**config.mk**
```make
export PLATFORM = sky130hd
export DESIGN_NAME = lf_reply_tx
export DESIGN_NICKNAME = d
export VERILOG_FILES = /design/src/rtl/lfr_pkg.sv /design/src/rtl/lfr_tick_gen.sv /design/src/rtl/lfr_gap_timer.sv /design/src/rtl/lfr_bit_seq.sv /design/src/rtl/lf_reply_tx.sv
export SDC_FILE = /design/constraint.sdc
export NUM_CORES = 1
export LEC_CHECK = 0
export BUFFER_PORTS_ARGS = -buffer_cell sky130_fd_sc_hd__buf_2
export CAP_MARGIN = 20
export CORE_UTILIZATION = 51
export DETAILED_ROUTE_END_ITERATION = 10
export PLACE_DENSITY_LB_ADDON = 0.3
export SYNTH_ARGS = -nofsm -noshare
export SYNTH_HDL_FRONTEND = slang
export SYNTH_SLANG_ARGS = --single-unit
```
**constraint.sdc**
```tcl
create_clock -name clk -period 2.7 [get_ports clk]
set_input_delay 0.405 -clock clk [delete_from_list [all_inputs] [get_ports clk]]
set_output_delay 0.405 -clock clk [all_outputs]
set_load 0.05 [all_outputs]
```
**src/rtl/lfr_pkg.sv**
```systemverilog
package lfr_pkg;
   typedef enum logic [1:0] {
      ST_IDLE = 2'd0,
      ST_WAIT = 2'd1,
      ST_SEND = 2'd2
   } lfr_state_t;

   localparam int unsigned SOF_BITS  = 5;
   localparam int unsigned GAP_ALLOW = 8;
   localparam int unsigned HALF_PER  = 15;
   localparam int unsigned BIT_PER   = 31;
endpackage

```
**src/rtl/lfr_tick_gen.sv**
```systemverilog
module lfr_tick_gen #(
   parameter int unsigned CLK_W = 8
) (
   input  logic             clk,
   input  logic             rst_n,
   input  logic             clr,
   input  logic [CLK_W-1:0] period,
   output logic             tick
);
   logic [CLK_W-1:0] pcnt;

   // a period of 0 behaves as 1
   assign tick = ({1'b0, pcnt} + 1'b1) >= {1'b0, period};

   always_ff @(posedge clk) begin
      if (!rst_n || clr || tick) pcnt <= '0;
      else                       pcnt <= pcnt + 1'b1;
   end
endmodule

```
**src/rtl/lfr_gap_timer.sv**
```systemverilog
module lfr_gap_timer #(
   parameter int unsigned CLK_W = 8,
   parameter int unsigned DLY_W = 10
) (
   input  logic             clk,
   input  logic             rst_n,
   input  logic             reader_rise,
   input  logic [CLK_W-1:0] carrier_clks,
   input  logic [DLY_W-1:0] resp_delay,
   output logic             reached
);
   import lfr_pkg::*;

   localparam logic [DLY_W-1:0] GAP = DLY_W'(GAP_ALLOW);

   logic             tick;
   logic [DLY_W-1:0] ecnt;
   logic [DLY_W-1:0] thr;

   lfr_tick_gen #(.CLK_W(CLK_W)) u_tick (
      .clk    (clk),
      .rst_n  (rst_n),
      .clr    (reader_rise),
      .period (carrier_clks),
      .tick   (tick)
   );

   assign thr     = (resp_delay > GAP) ? resp_delay - GAP : '0;
   assign reached = ecnt >= thr;

   always_ff @(posedge clk) begin
      if (!rst_n || reader_rise)  ecnt <= '0;
      else if (tick && ~&ecnt)    ecnt <= ecnt + 1'b1;
   end
endmodule

```
**src/rtl/lfr_bit_seq.sv**
```systemverilog
module lfr_bit_seq #(
   parameter int unsigned MAX_BITS = 80,
   parameter int unsigned LEN_W    = 7,
   parameter int unsigned IDX_W    = 7
) (
   input  logic                clk,
   input  logic                rst_n,
   input  logic                load,
   input  logic                run,
   input  logic                tick,
   input  logic [MAX_BITS-1:0] payload,
   input  logic [LEN_W-1:0]    bit_len,
   output logic                cur_bit,
   output logic                first_half,
   output logic                frame_end,
   output logic [IDX_W-1:0]    frame_bits
);
   import lfr_pkg::*;

   localparam int unsigned TMR_W = $clog2(BIT_PER);
   localparam logic [TMR_W-1:0] TMR_LAST = TMR_W'(BIT_PER - 1);
   localparam logic [TMR_W-1:0] TMR_HALF = TMR_W'(HALF_PER);
   localparam logic [IDX_W-1:0] SOF_N    = IDX_W'(SOF_BITS);

   logic [MAX_BITS-1:0] sh;
   logic [TMR_W-1:0]    bit_tmr;
   logic [IDX_W-1:0]    bidx;
   logic [LEN_W-1:0]    len_c;
   logic                bit_end;

   assign len_c      = (bit_len > LEN_W'(MAX_BITS)) ? LEN_W'(MAX_BITS) : bit_len;
   assign cur_bit    = (bidx < SOF_N) ? 1'b1 : sh[MAX_BITS-1];
   assign first_half = bit_tmr < TMR_HALF;
   assign bit_end    = run && tick && (bit_tmr == TMR_LAST);
   assign frame_end  = bit_end && (bidx == frame_bits - 1'b1);

   always_ff @(posedge clk) begin
      if (!rst_n) begin
         sh         <= '0;
         bit_tmr    <= '0;
         bidx       <= '0;
         frame_bits <= '0;
      end else if (load) begin
         sh         <= payload;
         bit_tmr    <= '0;
         bidx       <= '0;
         frame_bits <= IDX_W'(len_c) + SOF_N;
      end else if (bit_end) begin
         bit_tmr <= '0;
         bidx    <= bidx + 1'b1;
         if (bidx >= SOF_N) sh <= sh << 1;
      end else if (run && tick) begin
         bit_tmr <= bit_tmr + 1'b1;
      end
   end
endmodule

```
**src/rtl/lf_reply_tx.sv**
```systemverilog
module lf_reply_tx #(
   parameter int unsigned MAX_BITS = 80,
   parameter int unsigned CLK_W    = 8,
   parameter int unsigned DLY_W    = 10,
   localparam int unsigned LEN_W   = $clog2(MAX_BITS + 1)
) (
   input  logic                clk,
   input  logic                rst_n,
   input  logic                reader_rise,
   input  logic                start,
   input  logic [MAX_BITS-1:0] payload,
   input  logic [LEN_W-1:0]    bit_len,
   input  logic [CLK_W-1:0]    carrier_clks,
   input  logic [DLY_W-1:0]    resp_delay,
   output logic                coil_load,
   output logic                busy,
   output logic                done
);
   import lfr_pkg::*;

   localparam int unsigned IDX_W = $clog2(MAX_BITS + SOF_BITS + 1);

   generate
      if (MAX_BITS < 1)         begin : g_bad_len  $error("MAX_BITS must be at least 1");  end
      if (CLK_W < 1)            begin : g_bad_clk  $error("CLK_W must be at least 1");     end
      if (DLY_W < 4)            begin : g_bad_dly  $error("DLY_W too narrow for the gap"); end
   endgenerate

   lfr_state_t          state;
   logic                reached;
   logic                bit_tick;
   logic                cur_bit;
   logic                first_half;
   logic                frame_end;
   logic [IDX_W-1:0]    frame_bits;
   logic                sending;

   assign sending = (state == ST_SEND);

   lfr_gap_timer #(.CLK_W(CLK_W), .DLY_W(DLY_W)) u_gap (
      .clk          (clk),
      .rst_n        (rst_n),
      .reader_rise  (reader_rise),
      .carrier_clks (carrier_clks),
      .resp_delay   (resp_delay),
      .reached      (reached)
   );

   lfr_tick_gen #(.CLK_W(CLK_W)) u_btick (
      .clk    (clk),
      .rst_n  (rst_n),
      .clr    (!sending),
      .period (carrier_clks),
      .tick   (bit_tick)
   );

   lfr_bit_seq #(.MAX_BITS(MAX_BITS), .LEN_W(LEN_W), .IDX_W(IDX_W)) u_seq (
      .clk        (clk),
      .rst_n      (rst_n),
      .load       ((state == ST_IDLE) && start),
      .run        (sending),
      .tick       (bit_tick),
      .payload    (payload),
      .bit_len    (bit_len),
      .cur_bit    (cur_bit),
      .first_half (first_half),
      .frame_end  (frame_end),
      .frame_bits (frame_bits)
   );

   always_ff @(posedge clk) begin
      if (!rst_n) begin
         state <= ST_IDLE;
         done  <= 1'b0;
      end else begin
         done <= frame_end;
         unique case (state)
            ST_IDLE: if (start)     state <= ST_WAIT;
            ST_WAIT: if (reached)   state <= ST_SEND;
            ST_SEND: if (frame_end) state <= ST_IDLE;
            default:                state <= ST_IDLE;
         endcase
      end
   end

   assign busy      = (state != ST_IDLE);
   assign coil_load = sending && (first_half ? cur_bit : !cur_bit);
endmodule

```
* Word level (Yosys, flattened, before mapping)
Cells that the tools add are included.
** Word-level totals
- Flip-flop bits (word level) :: 128
- Input port bits :: 109
- Output and inout port bits :: 3
- Logic and storage cells :: 69
** Cells by class
- $add $sub $neg :: 10
- Magnitude comparators :: 8
- Eq/ne operators :: 7
- Multiplexer cells :: 11
- Bitwise logic cells :: 1
- Reductions and logical operators :: 23
** Operators with widths (number)
- 2-to-1 mux 80 bit :: 3
- adder 8 x 1 -> 9 bit (second input constant) :: 2
- greater-or-equal comparator 9 x 8 -> 1 bit :: 2
- adder 8 x 1 -> 8 bit (second input constant) :: 2
- adder 10 x 1 -> 10 bit (second input constant) :: 1
- greater-or-equal comparator 10 bit :: 1
- greater-than comparator 10 x 4 -> 1 bit (second input constant) :: 1
- 2-to-1 mux 10 bit :: 1
- AND reduction 10 bit :: 1
- subtractor 10 x 4 -> 10 bit (second input constant) :: 1
- adder 7 x 1 -> 7 bit (second input constant) :: 1
- adder 7 x 3 -> 7 bit (second input constant) :: 1
- == test 7 bit :: 1
- greater-or-equal comparator 7 x 3 -> 1 bit (second input constant) :: 1
- greater-than comparator 7 bit (second input constant) :: 1
- < comparator 7 x 3 -> 1 bit (second input constant) :: 1
- 2-to-1 mux 7 bit :: 1
- subtractor 7 x 1 -> 7 bit (second input constant) :: 1
- logical AND 1 bit :: 6
- 2-to-1 mux 2 bit :: 3
- inequality test 2 bit (second input constant) :: 3
- case mux 2 bit (3 select lines) :: 1
- nonzero test 2 bit :: 3
- adder 5 x 1 -> 5 bit (second input constant) :: 1
- 13 further kinds :: 20

* Logic depth before layout (Yosys ltp)
Gate-level depths: netlist of run 1.
- Depth in word-level cells :: 7
- Mapped depth :: 14
- Mapped depth without buffers :: 12

* Hierarchy
From an unflattened synthesis of run 1, not the netlist that was laid out.
** Unflattened totals
- Cell total of the unflattened synthesis :: 758
- Area total of the unflattened synthesis :: 6807.8 µm²
** Modules (own cells, without submodules)
- lfr_bit_seq :: instances 1, cells an instance 498, area an instance 4558.1 µm², sequential area each 1981.9 µm²
- lfr_tick_gen :: instances 2, cells an instance 69, area an instance 593.1 µm², sequential area each 160.2 µm²
- lfr_gap_timer :: instances 1, cells an instance 105, area an instance 893.4 µm², sequential area each 200.2 µm²
- lf_reply_tx :: instances 1, cells an instance 17, area an instance 170.2 µm², sequential area each 60.1 µm²

* Worst setup path before layout of run 1
OpenSTA, ideal clock, no wires.
- Path type :: register to register
- From :: register u_btick.pcnt[0]
- To :: register u_seq.sh[10]
- Setup time :: 74 ps
- Arrival time :: 2701 ps
- Required time :: 2626 ps
- Setup slack :: -75 ps
- Cell stages (with the launch flop) :: 14
- Path buffers :: 2
- Period minus slack after synthesis :: 2775 ps
- Cell sequence :: dfxtp_1 -> ha_1 -> nand3_1 -> nor2_1 -> xor2_1 -> ha_1 -> a21o_1 -> a221oi_1 -> o211a_1 -> or3_1 -> clkbuf_1 -> clkbuf_1 -> nand2_1 -> a31oi_1
** Between the ends
- Word-level cells in the longest chain between the ends :: 6
** RTL lines
- start, declared :: RTL line lfr_tick_gen.sv:10 : logic [CLK_W-1:0] pcnt;
- start signal, assigned :: RTL line lfr_tick_gen.sv:17 : else pcnt <= pcnt + 1'b1;
- adder 8 x 1 -> 9 bit :: RTL line lfr_tick_gen.sv:13 : assign tick = ({1'b0, pcnt} + 1'b1) >= {1'b0, period};
- greater-or-equal comparator 9 x 8 -> 1 bit :: RTL line lfr_tick_gen.sv:13
- logical AND 1 bit (2 in series) :: RTL line lfr_bit_seq.sv:34 : assign bit_end = run && tick && (bit_tmr == TMR_LAST);
- nonzero test 2 bit (no source line)
- AND reduction 2 bit (no source line)
- end signal, assigned :: RTL line lfr_bit_seq.sv:44 : sh <= payload;
- end signal, assigned :: RTL line lfr_bit_seq.sv:51 : if (bidx >= SOF_N) sh <= sh << 1;
- end, declared :: RTL line lfr_bit_seq.sv:25 : logic [MAX_BITS-1:0] sh;
No other way between the ends.
A chain may end at the register's enable or synchronous reset.

* Worst setup path in the final report of run 1
- From :: register u_btick.pcnt[0]
- To :: register u_seq.sh[39]
The elaborated chain is that of the path after synthesis.

==> results.json, run 1 <==
{
  "outcome": "finished, violations left",
  "violations": "negative setup slack",
  "n_fill_cell": 973,
  "cts_root_buf": "clkbuf_16",
  "initial_core_util_pct": 53.2,
  "clock_latency_ns": 0.42,
  "wl_mm": 16.5,
  "cts_buffers": 17,
  "synth_largest_area_cell": "dfxtp_1",
  "wl_per_cell_um": 14.6,
  "yosysUniqueCellTypes": 49,
  "power_mw": 5.02,
  "synth_area_um2": 6470,
  "finalNetCount": 1094,
  "coreArea_um2": 12200,
  "setup_ws_ns": -0.0741,
  "vias_per_cell": 5.58,
  "overflow": 0,
  "grt_util_all_layers_pct": 24.7,
  "fmax_mhz": 360,
  "n_antenna_cell": 0,
  "firstDrtPassIters": 7,
  "crit_fanout": 9,
  "grt_pass1_vias": 5695,
  "whs_ns": 0.234,
  "cts_sinks": 128,
  "relSlewSlack_pct": 60.5,
  "powerDensity_nw_per_um2": 605,
  "synthCells": 828,
  "route.antenna.remaining_nets": 0,
  "hold_path_class": "in2reg",
  "cp.arrival_ns": 3.11,
  "postSynthAreaPerCell_um2": 7.81,
  "die-area_um2": 13100,
  "ys.flop_type": "dfxtp_1",
  "die_height_um": 115,
  "antenna_found_initial": 0,
  "rows": 40,
  "async_flop_share_pct": 0,
  "die_w_um": 115,
  "io_buffers": 111,
  "synth_seq_cells": 128,
  "htreeDepth": 4,
  "yosys_warnings": 0,
  "drc": 0,
  "setup_violations": 47,
  "worstSetupEndpointType": "flip-flop",
  "p_leak_nw": 3.41,
  "synth_top_area_share_pct": 39.6,
  "seq_area_frac_synth_pct": 39.6,
  "dr_total_vias": 6300,
  "cts_max_path_buffers": 2,
  "cts.clk_slew.worst_paths_ns": 0.06,
  "slew_violations": 0,
  "io_pins": 112,
  "hpwlAfterDp_mm": 9.81,
  "drtIter0Drc": 469,
  "rsz0062_at_grt": "yes",
  "cts_tree": "done",
  "max_cap_viol_count": 0,
  "synth_edf_count": 0,
  "start_kind": "flip-flop",
  "finClkSkew_ns": 0.00962,
  "synthesis.nets": 973,
  "grt_pass1_wl_mm": 25.8,
  "cp_data_required_time_ns": 3.04,
  "hold_violations": 0,
  "place_congestion": 0.861,
  "ir_worst_vdd_v": 0.000548,
  "tightest_slew_ns": 0.578,
  "fin_crit_sh_pct": 103,
  "synth_area_leaders": "dfxtp_1 40%, nand2_1 11%, a31oi_1 7.9%",
  "critical_path_class": "reg2reg",
  "final.min_clock_period_ns": 2.77,
  "area_delta_synth_final_pct": 28.3,
  "drive_above_1_share_pct": 22.9,
  "grt_max_degree": 48
}
## cell families (layout without fill, tap and decap cells)
| kind of cell | after synthesis | in the layout | synth area share (%) |
|---|---|---|---|
| XOR/XNOR | 40 | 40 | 5.42 |
| flip-flops | 128 | 128 | 39.6 |
| adder cells (fa/ha/maj) | 36 | 36 | 6.96 |
| AO/OA/AOI/OAI | 225 | 225 | 20.6 |
| AND/OR/NAND/NOR | 327 | 327 | 22.8 |
| multiplexers | 1 | 1 | 0.155 |
| buffers and inverters | 71 | 205 | 4.43 |
## what timing repair did
action,CTS,global route
pin swaps,10,21
gates cloned,2,6
resized for setup,18,29
buffers inserted,6,7
hold buffers,0,0
setup endpoints to repair,91,106
## power breakdown
group / internal, mW / total [mW] / switching, mW
clock: 1.41 / 2.30 / 0.889
combinational: 0.246 / 0.585 / 0.339
sequential: 2.04 / 2.13 / 0.0880
## synth_stat cells (all sizes together) (3+ instances only)
library cell  count
a21boi            3
nand4             9
nand2b            9
xnor2            22
a21o              6
and3             12
nor2             32
clkbuf           44
a211oi            3
or4               3
a21oi            16
o211a             3
nand3            27
or3               6
o21ai            93
nand2           190
dfxtp           128
o211ai            3
nor3             11
xor2             18
nor4b             3
inv              18
buf               9
and2              6
nor2b            11
ha               36
o31ai             4
a31oi            82
## area by class of cell
class                   count  area (µm²)  area share, %
clock inverters            12         134           1.61
well taps                 168         210           2.53
multi-input cells         629        3760           45.3
flip-flops and latches    128        2580           31.1
inverters                  18        67.6          0.814
clock buffers              20         457           5.50
repair buffers            155        1090           13.1
## metrics by stage
step / setup WS, ns / instances / setup TNS, ns / cell area [µm²] / util (%)
6_report: -0.0741 / 1130 / -1.29 / 8300 / 68.2
3_5_place_dp: -0.0832 / 1077 / -3.42 / 7250 / 59.6
5_1_grt: -0.200 / 1130 / -12.97 / 8300 / 68.2
2_1_floorplan: -0.0747 / 828 / -5.95 / 6470 / -
3_3_place_gp: 0.0113 / 1077 / 0 / 7250 / 59.6
4_1_cts: -0.000733 / 1117 / -0.000733 / 7990 / 65.7
## cell usage in the layout, fill, tap and decap left out, types with 4 or more instances in the layout
master,Yosys,routed
and2_1,6,6
a31oi_1,82,82
nor3_1,10,10
dfxtp_1,128,120
xor2_1,18,18
nand2b_1,9,9
and3_1,12,11
buf_12,0,5
o21ai_0,93,93
xnor2_1,22,22
nor2b_1,11,11
nand4_1,9,9
dfxtp_2,0,6
buf_4,1,28
a21oi_1,16,15
buf_2,7,111
nand2_1,190,186
a21o_1,6,6
clkbuf_16,0,22
nand3_2,0,5
ha_1,36,34
or3_1,6,5
inv_1,18,18
nand3_1,27,21
nor2_1,32,28
buf_6,1,4
## worst max-delay path, stage by stage (launching register included)
cell and delay (ns):
dfxtp_4 0.37, nand2_2 0.08, nor2_4 0.12, nand3_2 0.08, xnor2_1 0.15, ha_1 0.33, and3_4 0.20, nand3_2 0.07
o211a_1 0.26, buf_6 0.14, nor3_4 0.29, buf_12 0.19, clkbuf_16 0.16, nand2_1 0.07, a31oi_1 0.19
## sequential cells by signal, summed over array words and instances (netlist names)
signal / flops
done: 1
state: 2
u_btick.pcnt: 8
u_gap.ecnt: 10
u_gap.u_tick.pcnt: 8
u_seq.bidx: 7
u_seq.bit_tmr: 5
u_seq.frame_bits: 7
u_seq.sh: 80
## routing by layer
layer / global-route usage [%] / share of wire [%] / wire (µm) / up-vias
met5: 0 / 0 / 0 / -
met4: 8.23 / 1.5 / 249 / 0
met3: 6.88 / 5.5 / 905 / 25
met2: 40.6 / 48 / 7870 / 181
met1: 31.1 / 45 / 7470 / 2925
li1: - / - / - / 3169
## final timing paths
kind	startpoint	end	slack, ns	cells after the start
max	u_btick.pcnt[0]$_SDFF_PP0_	u_seq.sh[39]$_SDFFE_PN0P_	-0.07	14
min	payload[0]	u_seq.sh[0]$_SDFFE_PN0P_	0.23	3
max reg2reg	u_btick.pcnt[0]$_SDFF_PP0_	u_seq.sh[39]$_SDFFE_PN0P_	-0.07	14
min reg2reg	u_seq.sh[9]$_SDFFE_PN0P_	u_seq.sh[9]$_SDFFE_PN0P_	0.47	2
Power figures use the tool's default switching activity.
==> inputs of run 2 (changes only) <==
--- a/config.mk
+++ b/config.mk
@@ -5,10 +5,11 @@
 export SDC_FILE = /design/constraint.sdc
 export NUM_CORES = 1
 export LEC_CHECK = 0
-export BUFFER_PORTS_ARGS = -buffer_cell sky130_fd_sc_hd__buf_2
+export ABC_AREA = 1
 export CAP_MARGIN = 20
-export CORE_UTILIZATION = 51
+export CORE_UTILIZATION = 58
 export DETAILED_ROUTE_END_ITERATION = 10
+export DONT_BUFFER_PORTS = 1
 export PLACE_DENSITY_LB_ADDON = 0.3
 export SYNTH_ARGS = -nofsm -noshare
 export SYNTH_HDL_FRONTEND = slang
==> run 2 against run 1 <==
  * Largest cell class unchanged
  * The flow now finishes without violations
  * Via count grew 2.9%
  * Global-route usage shrank 1.2 points
  * Sequential share of layout area shrank 1.2 points
  * Flip-flop and latch count is the same
==> results.json, run 2 <==
{
  "dr_total_vias": 6481,
  "hold_path_class": "in2reg",
  "fin_crit_sh_pct": 95.3,
  "finClkSkew_ns": 0.00947,
  "synthCells": 1036,
  "grt_util_all_layers_pct": 23.4,
  "seq_area_frac_synth_pct": 33.7,
  "synth_largest_area_cell": "dfxtp_1",
  "synth_edf_count": 0,
  "power_mw": 4.90,
  "async_flop_share_pct": 0,
  "antenna_found_initial": 0,
  "hold_violations": 0,
  "ys.flop_type": "dfxtp_1",
  "n_fill_cell": 1121,
  "slew_violations": 0,
  "cts_buffers": 17,
  "largest_reg_flops": 80,
  "cts_max_path_buffers": 2,
  "hpwlAfterDp_mm": 10.5,
  "placed_area_um2": 7720,
  "outcome": "finished, final reports clean",
  "grt_pass1_wl_mm": 25.4,
  "worstSetupEndpointType": "flip-flop",
  "postCtsHoldBufs": 0,
  "area_delta_synth_final_pct": 13.0,
  "rsz0062_at_grt": "yes",
  "place_congestion": 0.795,
  "placed_cells": 1175,
  "wl_per_cell_um": 13.8,
  "htreeDepth": 4,
  "coreArea_um2": 12700,
  "layout.cells.non_filler": 1220,
  "setup_violations": 0,
  "hold_path.startpoint": "payload[0]",
  "drive_above_1_share_pct": 14.0,
  "drc": 0,
  "io_buffers": 0,
  "rr_worst_depth": 21,
  "clock_latency_ns": 0.43,
  "synth_seq_cells": 128,
  "postSynthAreaPerCell_um2": 7.34,
  "yosysUniqueCellTypes": 41,
  "synthesis.nets": 1181,
  "synth_area_leaders": "dfxtp_1 34%, mux2i_1 10%, nor2_1 9.7%",
  "worstReg2RegEnd": "u_seq.sh[46]$_SDFFE_PN0P_",
  "synth_area_um2": 7610,
  "seq_area_um2": 2570,
  "cts_root_buf": "clkbuf_16",
  "io_pins": 112,
  "p_leak_nw": 4.11,
  "final_cell_mix": "194 x nor2_1, 179 x nand2_1, 125 x dfxtp_1, 92 x nand3_1, 79 x inv_1",
  "die-area_um2": 13600,
  "drtIter0Drc": 431,
  "cts_sinks": 128,
  "regToRegStartpoint": "u_btick.pcnt[0]$_SDFF_PP0_",
  "grt_max_degree": 85,
  "largestRegisters": "u_seq.sh (80), u_gap.ecnt (10)",
  "start_kind": "flip-flop",
  "ir_worst_vdd_v": 0.000472,
  "fmax_mhz": 389,
  "cts.clk_slew.worst_paths_ns": 0.05,
  "firstDrtPassIters": 5,
  "multiInputGateArea_um2": 4540,
  "cp.arrival_ns": 2.89,
  "critical_path_class": "reg2reg",
  "powerDensity_nw_per_um2": 570,
  "vias_per_cell": 5.31,
  "finalNetCount": 1182,
  "min_to": "u_seq.sh[0]$_SDFFE_PN0P_",
  "stdcell_area_um2": 8600,
  "grt_pass1_vias": 5893,
  "synth_common_cells": "196 x nor2_1, 184 x nand2_1, 128 x dfxtp_1, 93 x nand3_1, 80 x inv_1",
  "yosys_warnings": 0,
  "hold_depth": 2,
  "synth.most_common_cell": "nor2_1",
  "final.min_clock_period_ns": 2.57,
  "setup_tns_ns": 0,
  "initial_core_util_pct": 59.8,
  "wl_mm": 16.9,
  "route.antenna.remaining_nets": 0,
  "top_register": "u_seq.sh",
  "crit_fanout": 11,
  "overflow": 0,
  "final_common_cell": "nor2_1",
  "max_cap_viol_count": 0,
  "ff2ff_setup_slack_ns": 0.13,
  "synth_top_area_share_pct": 33.7,
  "relSlewSlack_pct": 57.5,
  "n_antenna_cell": 0,
  "die_height_um": 117,
  "cp_data_required_time_ns": 3.01,
  "tightest_slew_ns": 0.637,
  "rows": 41,
  "cts_tree": "done",
  "die_w_um": 117
}
## run 2: cell count changes after synthesis, sizes merged, moves of 9 or more
| cell | before | now |
|---|---|---|
| nor2b | 11 | 0 |
| a21oi | 16 | 35 |
| nor2 | 32 | 227 |
| and3 | 12 | 0 |
| a31oi | 82 | 2 |
| nand2b | 9 | 0 |
| o21ai | 93 | 19 |
| mux2i | 1 | 78 |
| buf | 9 | 44 |
| nand3 | 27 | 115 |
| xnor2 | 22 | 8 |
| clkbuf | 44 | 4 |
| inv | 18 | 84 |
## run 2: layout make-up
cell class / instances / share of cell area (%)
clock buffer: 24 / 5.72
clock inverter: 6 / 0.393
inverter: 87 / 3.84
tap: 172 / 2.50
multi-input combinational: 774 / 52.9
timing repair buffer: 29 / 4.85
sequential: 128 / 29.8
## run 2: critical path, stage by stage, from the launching register on
cell and delay, ns:
dfxtp_2 0.33, buf_4 0.12, nand3_1 0.12, nor2_2 0.16, inv_1 0.09, nor2_2 0.11, inv_1 0.06, nand2_1 0.09
inv_1 0.05, ha_1 0.26, nand2_1 0.04, inv_1 0.04, nand2_1 0.05, nand2_1 0.08, nand2_2 0.08, nand2_4 0.10
nand3_4 0.13, nand2_8 0.17, buf_6 0.19, nand3_1 0.08, nand2_1 0.07, nor2_1 0.04
## run 2: metrics by stage
step	util [%]	hold WS [ns]	setup slack (ns)
2_1_floorplan	-	0.433	0.262
3_3_place_gp	60.7	0.454	0.175
3_5_place_dp	60.7	0.458	0.0556
4_1_cts	64.8	0.0972	0.0397
5_1_grt	67.6	0.103	-0.0997
6_report	67.6	0.106	0.126
## run 2: kinds of logic (layout without fill, tap and decap cells)
group                      after synthesis  count (layout)  synth area share (%)
AOI/OAI and AO/OA                       68              68                  4.93
buffers and inverters                  135             146                  8.29
and+or+nand+nor                        562             563                  33.4
muxes                                   78              78                  10.3
DFF                                    128             128                  33.7
adders and majority gates               36              36                  5.92
xor gates and xnor gates                29              29                  3.52
## run 2: what timing repair did
| item | CTS | global route |
|---|---|---|
| buffers inserted | 0 | 4 |
| gates resized for setup | 0 | 27 |
| setup endpoints to repair | 0 | 106 |
## run 2: report_power, final
group,switching (mW),leakage (nW),internal [mW]
Combinational,0.427,2.79,0.331
Clock,0.812,0.265,1.25
Sequential,0.0651,1.06,2.02
## run 2: per-layer routing
metal  track usage (%)  routed length [µm]  up-vias
met1              28.0                7740     2961
met4              8.63                 276        0
li1                  -                   -     3349
met5                 0                   0        -
met3              8.46                1020       24
met2              38.6                7840      147
## run 2: worst max path at each step
stage	startpoint	to	slack, ns	cells after the start
4_1_cts	u_btick.pcnt[0]$_SDFF_PP0_	u_seq.sh[34]$_SDFFE_PN0P_	0.04	20
2_1_floorplan	u_btick.pcnt[0]$_SDFF_PP0_	u_seq.sh[1]$_SDFFE_PN0P_	0.26	22
3_5_place_dp	u_btick.pcnt[0]$_SDFF_PP0_	u_seq.bit_tmr[2]$_SDFFE_PP0P_	0.06	20
3_3_place_gp	u_btick.pcnt[0]$_SDFF_PP0_	u_seq.sh[23]$_SDFFE_PN0P_	0.17	21
6_report	u_btick.pcnt[0]$_SDFF_PP0_	u_seq.sh[46]$_SDFFE_PN0P_	0.13	21
5_1_grt	u_btick.pcnt[0]$_SDFF_PP0_	u_seq.sh[65]$_SDFFE_PN0P_	-0.1	21
